[config.mk]
export PLATFORM = sky130hd
export DESIGN_NAME = irq_prio_arbiter
export DESIGN_NICKNAME = d
export VERILOG_FILES = /design/src/rtl/irq_arb_pkg.sv /design/src/rtl/irq_cfg_reg.sv /design/src/rtl/irq_rank_select.sv /design/src/rtl/irq_out_stage.sv /design/src/rtl/irq_prio_arbiter.sv
export SDC_FILE = /design/constraint.sdc
export NUM_CORES = 1
export LEC_CHECK = 0
export BUFFER_PORTS_ARGS = -buffer_cell sky130_fd_sc_hd__buf_2
export CORE_UTILIZATION = 45
export CTS_BUF_LIST = sky130_fd_sc_hd__clkbuf_4 sky130_fd_sc_hd__clkbuf_8 sky130_fd_sc_hd__clkbuf_16
export DETAILED_ROUTE_END_ITERATION = 8
export PLACE_DENSITY = 0.81
export SYNTH_ARGS = -nofsm -noshare
export SYNTH_HDL_FRONTEND = slang
export SYNTH_SLANG_ARGS = --single-unit
[constraint.sdc]
create_clock -name clk -period 9.5 [get_ports clk]
set_input_delay 0 -clock clk [delete_from_list [all_inputs] [get_ports clk]]
set_output_delay 0 -clock clk [all_outputs]
set_load 0.02 [all_outputs]
[src/rtl/irq_arb_pkg.sv]
// Package: shared defaults and the flag bundle used by the interrupt
// priority arbiter. Assumes all users size their ports from these defaults.
package irq_arb_pkg;
    localparam int unsigned DEF_NUM_SRC = 8;
    localparam int unsigned DEF_PRI_W   = 4;

    // Registered interrupt flags leaving the arbiter
    typedef struct packed {
        logic valid;
        logic hi;
        logic lo;
    } irq_flags_t;
endpackage

[src/rtl/irq_cfg_reg.sv]
// Module: holds the packed priority word. Writes land on the clock edge
// that samples the strobe. Assumes a synchronous active-low reset.
module irq_cfg_reg #(
    parameter int unsigned CFG_W = 32
) (
    input  logic             clk,
    input  logic             rst_n,
    input  logic             wr_en,
    input  logic [CFG_W-1:0] wdata,
    output logic [CFG_W-1:0] cfg_q
);
    // Capture software writes, clear on reset
    always_ff @(posedge clk) begin
        if (!rst_n)     cfg_q <= '0;
        else if (wr_en) cfg_q <= wdata;
    end
endmodule

[src/rtl/irq_rank_select.sv]
// Module: combinational ranking of pending lines. Line 0 receives a key
// above every field value. Lines 1.. are ranked by their unsigned field.
// The scan runs upward and replaces the best only on a strictly larger
// key, so ties resolve to the lower index. Assumes cfg_low carries the
// fields of lines 1..NUM_SRC-1, with line 1 in the top nibble.
module irq_rank_select #(
    parameter int unsigned NUM_SRC = 8,
    parameter int unsigned PRI_W   = 4,
    parameter int unsigned IDX_W   = $clog2(NUM_SRC)
) (
    input  logic [NUM_SRC-1:0]           req,
    input  logic [(NUM_SRC-1)*PRI_W-1:0] cfg_low,
    output logic                         win_valid,
    output logic [IDX_W-1:0]             win_idx,
    output logic                         win_hi
);
    localparam int unsigned KEY_W = PRI_W + 1;

    logic [KEY_W-1:0] key  [NUM_SRC];
    logic             bank [NUM_SRC];

    // Line 0: fixed top key, always in the high bank
    assign key[0]  = {1'b1, {PRI_W{1'b0}}};
    assign bank[0] = 1'b1;

    // Lines 1..: key from the configured field, bank from its top bit
    for (genvar g = 1; g < NUM_SRC; g++) begin : g_key
        logic [PRI_W-1:0] field;
        assign field   = cfg_low[(NUM_SRC-1-g)*PRI_W +: PRI_W];
        assign key[g]  = {1'b0, field};
        assign bank[g] = field[PRI_W-1];
    end

    logic [KEY_W-1:0] best_key;

    // Upward scan keeping the first strictly largest pending key
    always_comb begin
        win_valid = 1'b0;
        win_idx   = '0;
        win_hi    = 1'b0;
        best_key  = '0;
        for (int i = 0; i < NUM_SRC; i++) begin
            if (req[i] && (!win_valid || key[i] > best_key)) begin
                win_valid = 1'b1;
                win_idx   = IDX_W'(i);
                win_hi    = bank[i];
                best_key  = key[i];
            end
        end
    end
endmodule

[src/rtl/irq_out_stage.sv]
// Module: output register of the arbiter. Splits the bank bit into the
// high and low interrupt flags and clears everything when nothing is
// pending. Assumes a synchronous active-low reset.
module irq_out_stage #(
    parameter int unsigned IDX_W = 3
) (
    input  logic                    clk,
    input  logic                    rst_n,
    input  logic                    win_valid,
    input  logic [IDX_W-1:0]        win_idx,
    input  logic                    win_hi,
    output irq_arb_pkg::irq_flags_t flags_q,
    output logic [IDX_W-1:0]        idx_q
);
    irq_arb_pkg::irq_flags_t flags_d;

    // Map the winner's bank onto exactly one interrupt flag
    always_comb begin
        flags_d.valid = win_valid;
        flags_d.hi    = win_valid & win_hi;
        flags_d.lo    = win_valid & ~win_hi;
    end

    // Register the decision: one cycle from request to outputs
    always_ff @(posedge clk) begin
        if (!rst_n) begin
            flags_q <= '0;
            idx_q   <= '0;
        end else begin
            flags_q <= flags_d;
            idx_q   <= win_valid ? win_idx : '0;
        end
    end
endmodule

[src/rtl/irq_prio_arbiter.sv]
// Module: top of the peripheral interrupt priority arbiter. Holds the
// priority word, ranks the pending lines and registers the winner.
// Assumes line 0 is the fixed top-priority line, whose field is stored
// but never consulted.
module irq_prio_arbiter #(
    parameter int unsigned NUM_SRC = irq_arb_pkg::DEF_NUM_SRC,
    parameter int unsigned PRI_W   = irq_arb_pkg::DEF_PRI_W
) (
    input  logic                       clk,
    input  logic                       rst_n,
    input  logic [NUM_SRC-1:0]         req,
    input  logic                       cfg_wr_en,
    input  logic [NUM_SRC*PRI_W-1:0]   cfg_wdata,
    output logic [NUM_SRC*PRI_W-1:0]   cfg_rdata,
    output logic                       irq_valid,
    output logic [$clog2(NUM_SRC)-1:0] irq_idx,
    output logic                       irq_hi,
    output logic                       irq_lo
);
    localparam int unsigned CFG_W = NUM_SRC * PRI_W;
    localparam int unsigned LOW_W = (NUM_SRC - 1) * PRI_W;
    localparam int unsigned IDX_W = $clog2(NUM_SRC);

    logic [CFG_W-1:0]        cfg_q;
    logic                    win_valid;
    logic [IDX_W-1:0]        win_idx;
    logic                    win_hi;
    irq_arb_pkg::irq_flags_t flags_q;

    irq_cfg_reg #(.CFG_W(CFG_W)) u_cfg (
        .clk   (clk),
        .rst_n (rst_n),
        .wr_en (cfg_wr_en),
        .wdata (cfg_wdata),
        .cfg_q (cfg_q)
    );

    irq_rank_select #(.NUM_SRC(NUM_SRC), .PRI_W(PRI_W), .IDX_W(IDX_W)) u_rank (
        .req       (req),
        .cfg_low   (cfg_q[LOW_W-1:0]),
        .win_valid (win_valid),
        .win_idx   (win_idx),
        .win_hi    (win_hi)
    );

    irq_out_stage #(.IDX_W(IDX_W)) u_out (
        .clk       (clk),
        .rst_n     (rst_n),
        .win_valid (win_valid),
        .win_idx   (win_idx),
        .win_hi    (win_hi),
        .flags_q   (flags_q),
        .idx_q     (irq_idx)
    );

    // Drive ports from the stored word and the registered flags
    assign cfg_rdata = cfg_q;
    assign irq_valid = flags_q.valid;
    assign irq_hi    = flags_q.hi;
    assign irq_lo    = flags_q.lo;
endmodule

[Word-level counts from Yosys, hierarchy flattened]
Index checks and enable logic that the tools add are counted.
Word-level totals
  register bits: 38
  bits of input ports: 43
  output and inout bits: 38
  logic and storage cells: 66
Operators by class
  magnitude comparators: 7
  mux-type cells: 29
  bitwise operators: 3
  reductions and logical operators: 22
Operator list (count)
  4-bit by 5-bit greater-than comparator with 1-bit output: 7
  5-bit 2-to-1 mux: 7
  1-bit 2-to-1 mux: 16
  3-bit 2-to-1 mux: 4
  1-bit logical AND: 7
  1-bit zero test: 7
  1-bit logical OR: 7
  2-bit 2-to-1 mux: 2
  1-bit bitwise AND: 2
  2-bit AND reduction: 1
  1-bit inverter: 1

[Depth between registers and ports, before layout]
Gate-level depths: netlist (run 1).
  depth after elaboration: 31
  mapped depth: 45
  gate-level depth less buffers: 40

[Cells and area by module]
Synthesis (run 1) repeated with hierarchy kept, for this count alone.
Second synthesis, totals
  cell total of the unflattened synthesis: 273
  area total of the unflattened synthesis: 2596.2 um2
Modules (own cells, without submodules)
  irq_cfg_reg: times used 1, cells an instance 103, area each 1243.7 um2, seq. area each 640.6 um2
  irq_rank_select: times used 1, cells an instance 158, area each 1191.1 um2, seq. area each 0.0 um2
  irq_out_stage: times used 1, cells an instance 12, area each 161.4 um2, seq. area each 120.1 um2

[Least setup slack after synthesis (run 1)]
Ideal clock, no wire load.
  path kind: register -> register
  start point: reg u_cfg.cfg_q[25]
  end point: reg, netlist name u_out.flags_q[1]
  arrival time: 8.107 ns
  slack: 1.278 ns
  stages on the path, launching flop included: 41
  path buffers: 3
  cell sequence: dfxtp_1 -> nand2_1 -> ha_1 -> nor2b_1 -> o41ai_2 -> o21ai_0 -> a32oi_1 -> ha_1 -> a211oi_1 -> nand2_1 -> a22oi_1 -> clkbuf_1 -> nor2_1 -> a21o_1 -> ha_1 -> nor2b_1 -> o31ai_1 -> o211ai_1 -> [... 5 more ...] -> a21oi_1 -> or2_2 -> o32ai_1 -> a211oi_1 -> ha_1 -> nand4_1 -> nand3b_1 -> a21oi_1 -> or2_2 -> buf_1 -> o31ai_1 -> ha_1 -> and4_1 -> a211o_1 -> nand2_1 -> nand2_1 -> a31o_1 -> and3_1
Between the ends
  longest elaborated chain between the ends: 29
  elaborated cells between the ends (all ways): 48
  those cells by class: order compare (7); mux (20); bitwise (1); reduce/logical (20)
RTL lines
  start, declared: line irq_cfg_reg.sv:10  | output logic [CFG_W-1:0] cfg_q
  start signal, assigned: line irq_cfg_reg.sv:15  | else if (wr_en) cfg_q <= wdata;
  4-bit by 5-bit greater-than comparator with 1-bit output: line irq_rank_select.sv:43  | if (req[i] && (!win_valid || key[i] > best_key)) begin
  1-bit logical OR: line irq_rank_select.sv:43
  1-bit logical AND: line irq_rank_select.sv:43
  5-bit 2-to-1 mux / 1-bit 2-to-1 mux (equally long branches): line irq_rank_select.sv:43
  4-bit by 5-bit greater-than comparator with 1-bit output / 1-bit zero test (equally long branches): line irq_rank_select.sv:43
  1-bit logical OR: line irq_rank_select.sv:43
  1-bit logical AND: line irq_rank_select.sv:43
  5-bit 2-to-1 mux / 1-bit 2-to-1 mux (equally long branches): line irq_rank_select.sv:43
  [... 13 more ...]
  1-bit logical OR: line irq_rank_select.sv:43
  1-bit logical AND: line irq_rank_select.sv:43
  5-bit 2-to-1 mux / 1-bit 2-to-1 mux (equally long branches): line irq_rank_select.sv:43
  4-bit by 5-bit greater-than comparator with 1-bit output / 1-bit zero test (equally long branches): line irq_rank_select.sv:43
  1-bit logical OR: line irq_rank_select.sv:43
  1-bit logical AND: line irq_rank_select.sv:43
  1-bit 2-to-1 mux: line irq_rank_select.sv:43
  1-bit bitwise AND (*): line irq_out_stage.sv:20  | flags_d.hi = win_valid & win_hi;
Every way passes the cells marked *; elsewhere a longest branch is shown, timed or not.
A chain may end at the register's enable or synchronous reset.

[Final worst setup path (run 1)]
  start point: reg u_cfg.cfg_q[25]
  end point: reg, netlist name u_out.flags_q[1]
Between the ends
  longest elaborated chain between the ends: 29
  elaborated cells between the ends (all ways): 48
  those cells by class: order compare (7); mux (20); bitwise (1); reduce/logical (20)
RTL lines (line)
  4-bit by 5-bit greater-than comparator with 1-bit output: irq_rank_select.sv:43
  1-bit logical OR: irq_rank_select.sv:43
  1-bit logical AND: irq_rank_select.sv:43
  5-bit 2-to-1 mux / 1-bit 2-to-1 mux (equally long branches): irq_rank_select.sv:43
  4-bit by 5-bit greater-than comparator with 1-bit output / 1-bit zero test (equally long branches): irq_rank_select.sv:43
  1-bit logical OR: irq_rank_select.sv:43
  1-bit logical AND: irq_rank_select.sv:43
  5-bit 2-to-1 mux / 1-bit 2-to-1 mux (equally long branches): irq_rank_select.sv:43
  [... 13 more ...]
  1-bit logical OR: irq_rank_select.sv:43
  1-bit logical AND: irq_rank_select.sv:43
  5-bit 2-to-1 mux / 1-bit 2-to-1 mux (equally long branches): irq_rank_select.sv:43
  4-bit by 5-bit greater-than comparator with 1-bit output / 1-bit zero test (equally long branches): irq_rank_select.sv:43
  1-bit logical OR: irq_rank_select.sv:43
  1-bit logical AND: irq_rank_select.sv:43
  1-bit 2-to-1 mux: irq_rank_select.sv:43
  1-bit bitwise AND (*): irq_out_stage.sv:20
Marked as above.

==> results of run 1 <==
[synth_stat cells (all sizes together), types with 7 or more instances]
cell | count | share of area
nor2 | 17 | 0.026
nand2 | 17 | 0.026
mux2i | 32 | 0.13
a21oi | 9 | 0.018
nand3b | 7 | 0.021
nor2b | 41 | 0.10
dfxtp | 38 | 0.30
ha | 24 | 0.12
inv | 8 | 0.012
[what timing repair did]
action / in CTS / in global routing
endpoints found under the hold margin: 31 / 0
gates resized for setup: 0 / 1
hold buffers: 31 / 0
setup buffers: 0 / 2
setup endpoints to repair: 0 / 5
[worst max-delay path, delay by kind of cell, from the launching register on]
kind	cells	cell delay, ns
AOI/OAI and AO/OA	18	4.13
buffers and inverters	2	0.41
and+or+nand+nor	14	2.13
DFF	1	0.38
adders and majority gates	6	1.73
[per-layer routing]
| layer | part of all wire | wire length [µm] | global-route usage | vias to the layer above |
|---|---|---|---|---|
| met5 | 0 | 0 | 0 | - |
| met4 | 0.023 | 161 | 0.108 | 0 |
| met2 | 0.50 | 3500 | 0.438 | 83 |
| li1 | - | - | - | 1227 |
| met3 | 0.054 | 371 | 0.0527 | 18 |
| met1 | 0.42 | 2910 | 0.280 | 1119 |
[flip-flops by register name, summed over array words and instances, names as in the netlist]
name / count
u_cfg.cfg_q: 32
u_out.flags_q: 3
u_out.idx_q: 3
[kinds of logic (layout without fill, tap and decap cells)]
kind of cell | count (synthesis) | count (layout) | share of synthesized area
DFF | 38 | 38 | 0.304
AOI/OAI and AO/OA | 56 | 56 | 0.170
and+or+nand+nor | 103 | 103 | 0.235
buffers and inverters | 20 | 131 | 0.0335
muxes | 34 | 34 | 0.137
adders and majority gates | 24 | 24 | 0.120
[worst min-delay path by stage]
| stage | end | slack (ns) | cells past startpoint |
|---|---|---|---|
| after global placement | u_cfg.cfg_q[6] | 0.25 | 3 |
| final | u_cfg.cfg_q[25] | 0.001 | 3 |
| after global routing | u_cfg.cfg_q[25] | 0.03 | 3 |
| after detailed placement | u_cfg.cfg_q[5] | 0.26 | 3 |
| after floorplan | u_cfg.cfg_q[15] | 0.13 | 1 |
| after CTS | u_cfg.cfg_q[25] | 0.002 | 3 |
[final cells by class]
type	count	area, µm²	share of cell area
Multi-Input combinational cell	217	1660	0.489
Inverter	8	30.0	0.00882
Timing Repair Buffer	116	748	0.220
Sequential cell	38	761	0.224
Clock inverter	1	30.0	0.00882
Tap cell	70	87.6	0.0257
Clock buffer	6	82.6	0.0243
[report_power, final]
| part | switching, mW | internal [mW] |
|---|---|---|
| registers | 0.0104 | 0.173 |
| logic | 0.105 | 0.0885 |
| clock network | 0.0542 | 0.0839 |
| total | 0.170 | 0.345 |
==> run metrics, run 1 <==
max-slew violation count 0; drt wl/cell 15.2 µm; Yosys cell types 49; Mean Syn Cell Area 9.10 µm²; final setup TNS 0 ns; routed wire length 6930 µm; WHS 0.00121 ns; Hold Startpoint cfg_wdata[25]; antenna violations before repair 0; final clock skew 0.00598 ns; RR Endpoint u_out.flags_q[1]; final worst setup slack 0.606 ns; # diodes 0; DRC errors left 0; Layout Nets 453; r2r setup slk 0.61 ns; gr usage total 0.246; initial drt markers 98; largest net degree at the start of global routing 34; critical path class reg -> reg; number of global-route vias before repair 2427; GPL Wtd Cong 0.950; most frequent cells in the layout buf_2, nor2b_1, dfxtp_1; port bufs 80; first-pass GRT wire length 11400 µm; Final Cell Area 3400 µm²; final worst path period share 0.936; HP Class in -> reg; Leak 1.61 nW; first drt pass iteration count 4; nature of the critical path startpoint flip-flop; CTS buffer count 5; PwrDens 151 nW/µm²; Fmax achieved 112 MHz; Reg2Reg Launch Point u_cfg.cfg_q[25]; Clock Tree Root clkbuf_8; Antenna Nets Post-Route 0; worst slack at placement 0.332 ns; Final min period 8.89 ns; CTS tree yes; VDD IR max 0.114 mV; Layout fillers 429; final hold violation count 0; ys async rst share 0; CP dominant cell by count ha_1; Synthesized Nets 342; max incr delay on CP 0.38 ns; clock latency on the worst-skew pair 0.29 ns; Die Ht 76.6 µm; worst setup path start u_cfg.cfg_q[25]; CP max stage cell dfxtp_1; crit-path max FO 11; Seq cells post-synth 38; cell area after synthesis 2500 µm²; Initial Utilization 0.478; gr ovfl total 0; Die Wd 76.6 µm; outcome complete, no violations; Power Total 515 µW; EDFF count, synth 0; Synth Instances 275; Seq/Total Area, Yosys 0.304; Via Count 2447; synth warn 0; CP endpoint u_out.flags_q[1]; clock-pin slew of the registers on the worst-case setup and hold paths 0.07 ns; Finished Layout Cells 456; # rows 26; routed vias/inst 5.37; worst relative slew slack 0.371; total core area 5240 µm²; Final HPWL DP 5060 µm; H-Tree Depth 2; Layout area overhead 36.1%; worst reg-to-reg path cell count 40; total clock sinks 38; Final setup viols 0; CP Capture Type flip-flop; max cap viols 0; Core Util, Final 0.650; placed inst area 2960 µm²; fraction of layout cells with a size suffix above 1 0.262; WP data required 9.68 ns; transition time at the pin with the least slew margin 0.944 ns; placed cells 416; IO Pins 81; crit path DAT 9.08 ns; die area 5860 µm²; most common cell after layout, fill and taps aside buf_2; ys flop type dfxtp_1; CTS Buffer Depth 2
Power figures use the tool's default switching activity.
==> inputs of run 2 (changes only) <==
- CORE_UTILIZATION: 45 -> 51
- PLACE_DENSITY: 0.81 -> 0.89
- clock period: 9.5 -> 9.95 ns (I/O delays scaled with it)
==> run metrics, run 2 (synthesis results as in run 1) <==
Max Used Layer met4; Core Util, Final 0.715; total clock sinks 38; Initial Utilization 0.530; Final setup viols 0; # rows 25; met2 WL 3370 µm; CP Capture Type flip-flop; Hold Path Stages 3; worst relative slew slack 0.361; routed vias/inst 5.63; Fmax achieved 110 MHz; worst reg-to-reg path cell count 41; initial drt markers 196; port bufs 80; Antenna Nets Post-Route 0; Layout area overhead 35.0%; outcome complete, no violations; CTS Buffer Depth 2; nature of the critical path startpoint flip-flop; WP data required 10.14 ns; CTS tree yes; final hold violation count 0; Die Ht 72.0 µm; Hold Startpoint req[7]; clock latency on the worst-skew pair 0.29 ns; Largest regs u_cfg.cfg_q: 32 flops, u_out.flags_q: 3 flops, u_out.idx_q: 3 flops; DRC errors left 0; final worst setup slack 0.865 ns; CP dominant cell by count ha_1; final setup TNS 0 ns; worst slack at placement 0.769 ns; VDD IR max 0.0695 mV; most common cell after layout, fill and taps aside buf_2; routed wl met3 364 µm; WP buf/inv 3; max cap viols 0; Clock Tree Root clkbuf_8; number of global-route vias before repair 2417; Final HPWL DP 4610 µm; PwrDens 139 nW/µm²; clock-pin slew of the registers on the worst-case setup and hold paths 0.08 ns; RSZ-0062 raised after global routing no; # resized after CTS 0; Via Count 2556; fraction of layout cells with a size suffix above 1 0.258; total core area 4720 µm²; RR Endpoint u_out.flags_q[1]; crit-path max FO 12; transition time at the pin with the least slew margin 0.959 ns; GPL Wtd Cong 0.937; met1 WL 2840 µm; Reg2Reg Launch Point u_cfg.cfg_q[25]; Layout Nets 453; WHS 0.190 ns; Power Total 470 µW; die area 5190 µm²; # diodes 0; drt wl/cell 14.9 µm; Largest register FFs 32; critical path class reg -> reg; first drt pass iteration count 4; routed wire length 6790 µm; first-pass GRT wire length 10900 µm; Hold Path Sink u_out.flags_q[2]; gr ovfl total 0; H-Tree Depth 2; most frequent cells in the layout buf_2, nor2b_1, dfxtp_1; Final min period 9.09 ns; CP max stage cell nor4b_1; max incr delay on CP 0.44 ns; IO Pins 81; crit path DAT 9.27 ns; Die Wd 72.0 µm; Largest delay share family, worst path compound AO/OA/AOI/OAI gates; largest register by flop count u_cfg.cfg_q; r2r setup slk 0.86 ns; final worst path period share 0.913; Layout fillers 347; CTS buffer count 5; max-slew violation count 0; HP Class in -> reg; largest net degree at the start of global routing 34; final clock skew 0.00547 ns; gr usage total 0.269; antenna violations before repair 0; Leak 1.60 nW
run 2: cell count changes in the layout (fill, tap and decap cells not counted), sizes merged:
| cell | change |
|---|---|
| clkinvlp | +1 |
| dlygate4sd3 | +1 |
| clkinv | +1 |
| bufinv | -1 |
| buf | -1 |
run 2: layer usage:
metal  track usage  up-vias
met2         0.480       95
met5             0        -
met1         0.306     1209
met4         0.133        0
li1              -     1231
met3        0.0542       21
run 2: what timing repair did:
action / 4_1_cts / 5_1_grt
hold endpoints to repair: 32 / 0
setup endpoints to repair: 0 / 1
hold buffers: 32 / 0
setup buffers: 0 / 3
run 2: report_power, final:
group / leakage (nW) / switching, mW / total [mW] / internal, mW
Combinational: 1.24 / 0.0999 / 0.184 / 0.0844
Clock: 0.0472 / 0.0554 / 0.111 / 0.0557
Sequential: 0.314 / 0.00972 / 0.175 / 0.165
Total: 1.60 / 0.165 / 0.470 / 0.305
run 2: worst max-delay path by stage:
stage | startpoint | slack, ns | endpoint | cells after the start
after floorplan | u_cfg.cfg_q[25] | 1.73 | u_out.flags_q[1] | 40
after global placement | req[1] | 1.01 | u_out.flags_q[1] | 41
after detailed placement | req[1] | 0.77 | u_out.flags_q[1] | 40
after CTS | u_cfg.cfg_q[25] | 0.83 | u_out.flags_q[1] | 38
after global routing | u_cfg.cfg_q[25] | 0.25 | u_out.flags_q[1] | 41
final | u_cfg.cfg_q[25] | 0.86 | u_out.flags_q[1] | 41
run 2: tightest hold or removal path: stages:
cell	delay, ns
buf_2	0.08
o21ai_0	0.23
inv_1	0.13
run 2: final cells by class:
| class | instances | area [µm²] | area share |
|---|---|---|---|
| Tap cell | 67 | 83.8 | 0.0248 |
| Clock inverter | 2 | 12.5 | 0.00371 |
| Sequential cell | 38 | 761 | 0.225 |
| Clock buffer | 6 | 82.6 | 0.0245 |
| Inverter | 8 | 30.0 | 0.00889 |
| Timing Repair Buffer | 116 | 751 | 0.222 |
| Multi-Input combinational cell | 217 | 1660 | 0.491 |
run 2: per-stage QoR:
stage          area [µm²]  cells
3_5_place_dp         2940    411
6_report             3380    454
5_1_grt              3380    454
3_3_place_gp         2940    411
2_1_floorplan        2500    275
4_1_cts              3350    451
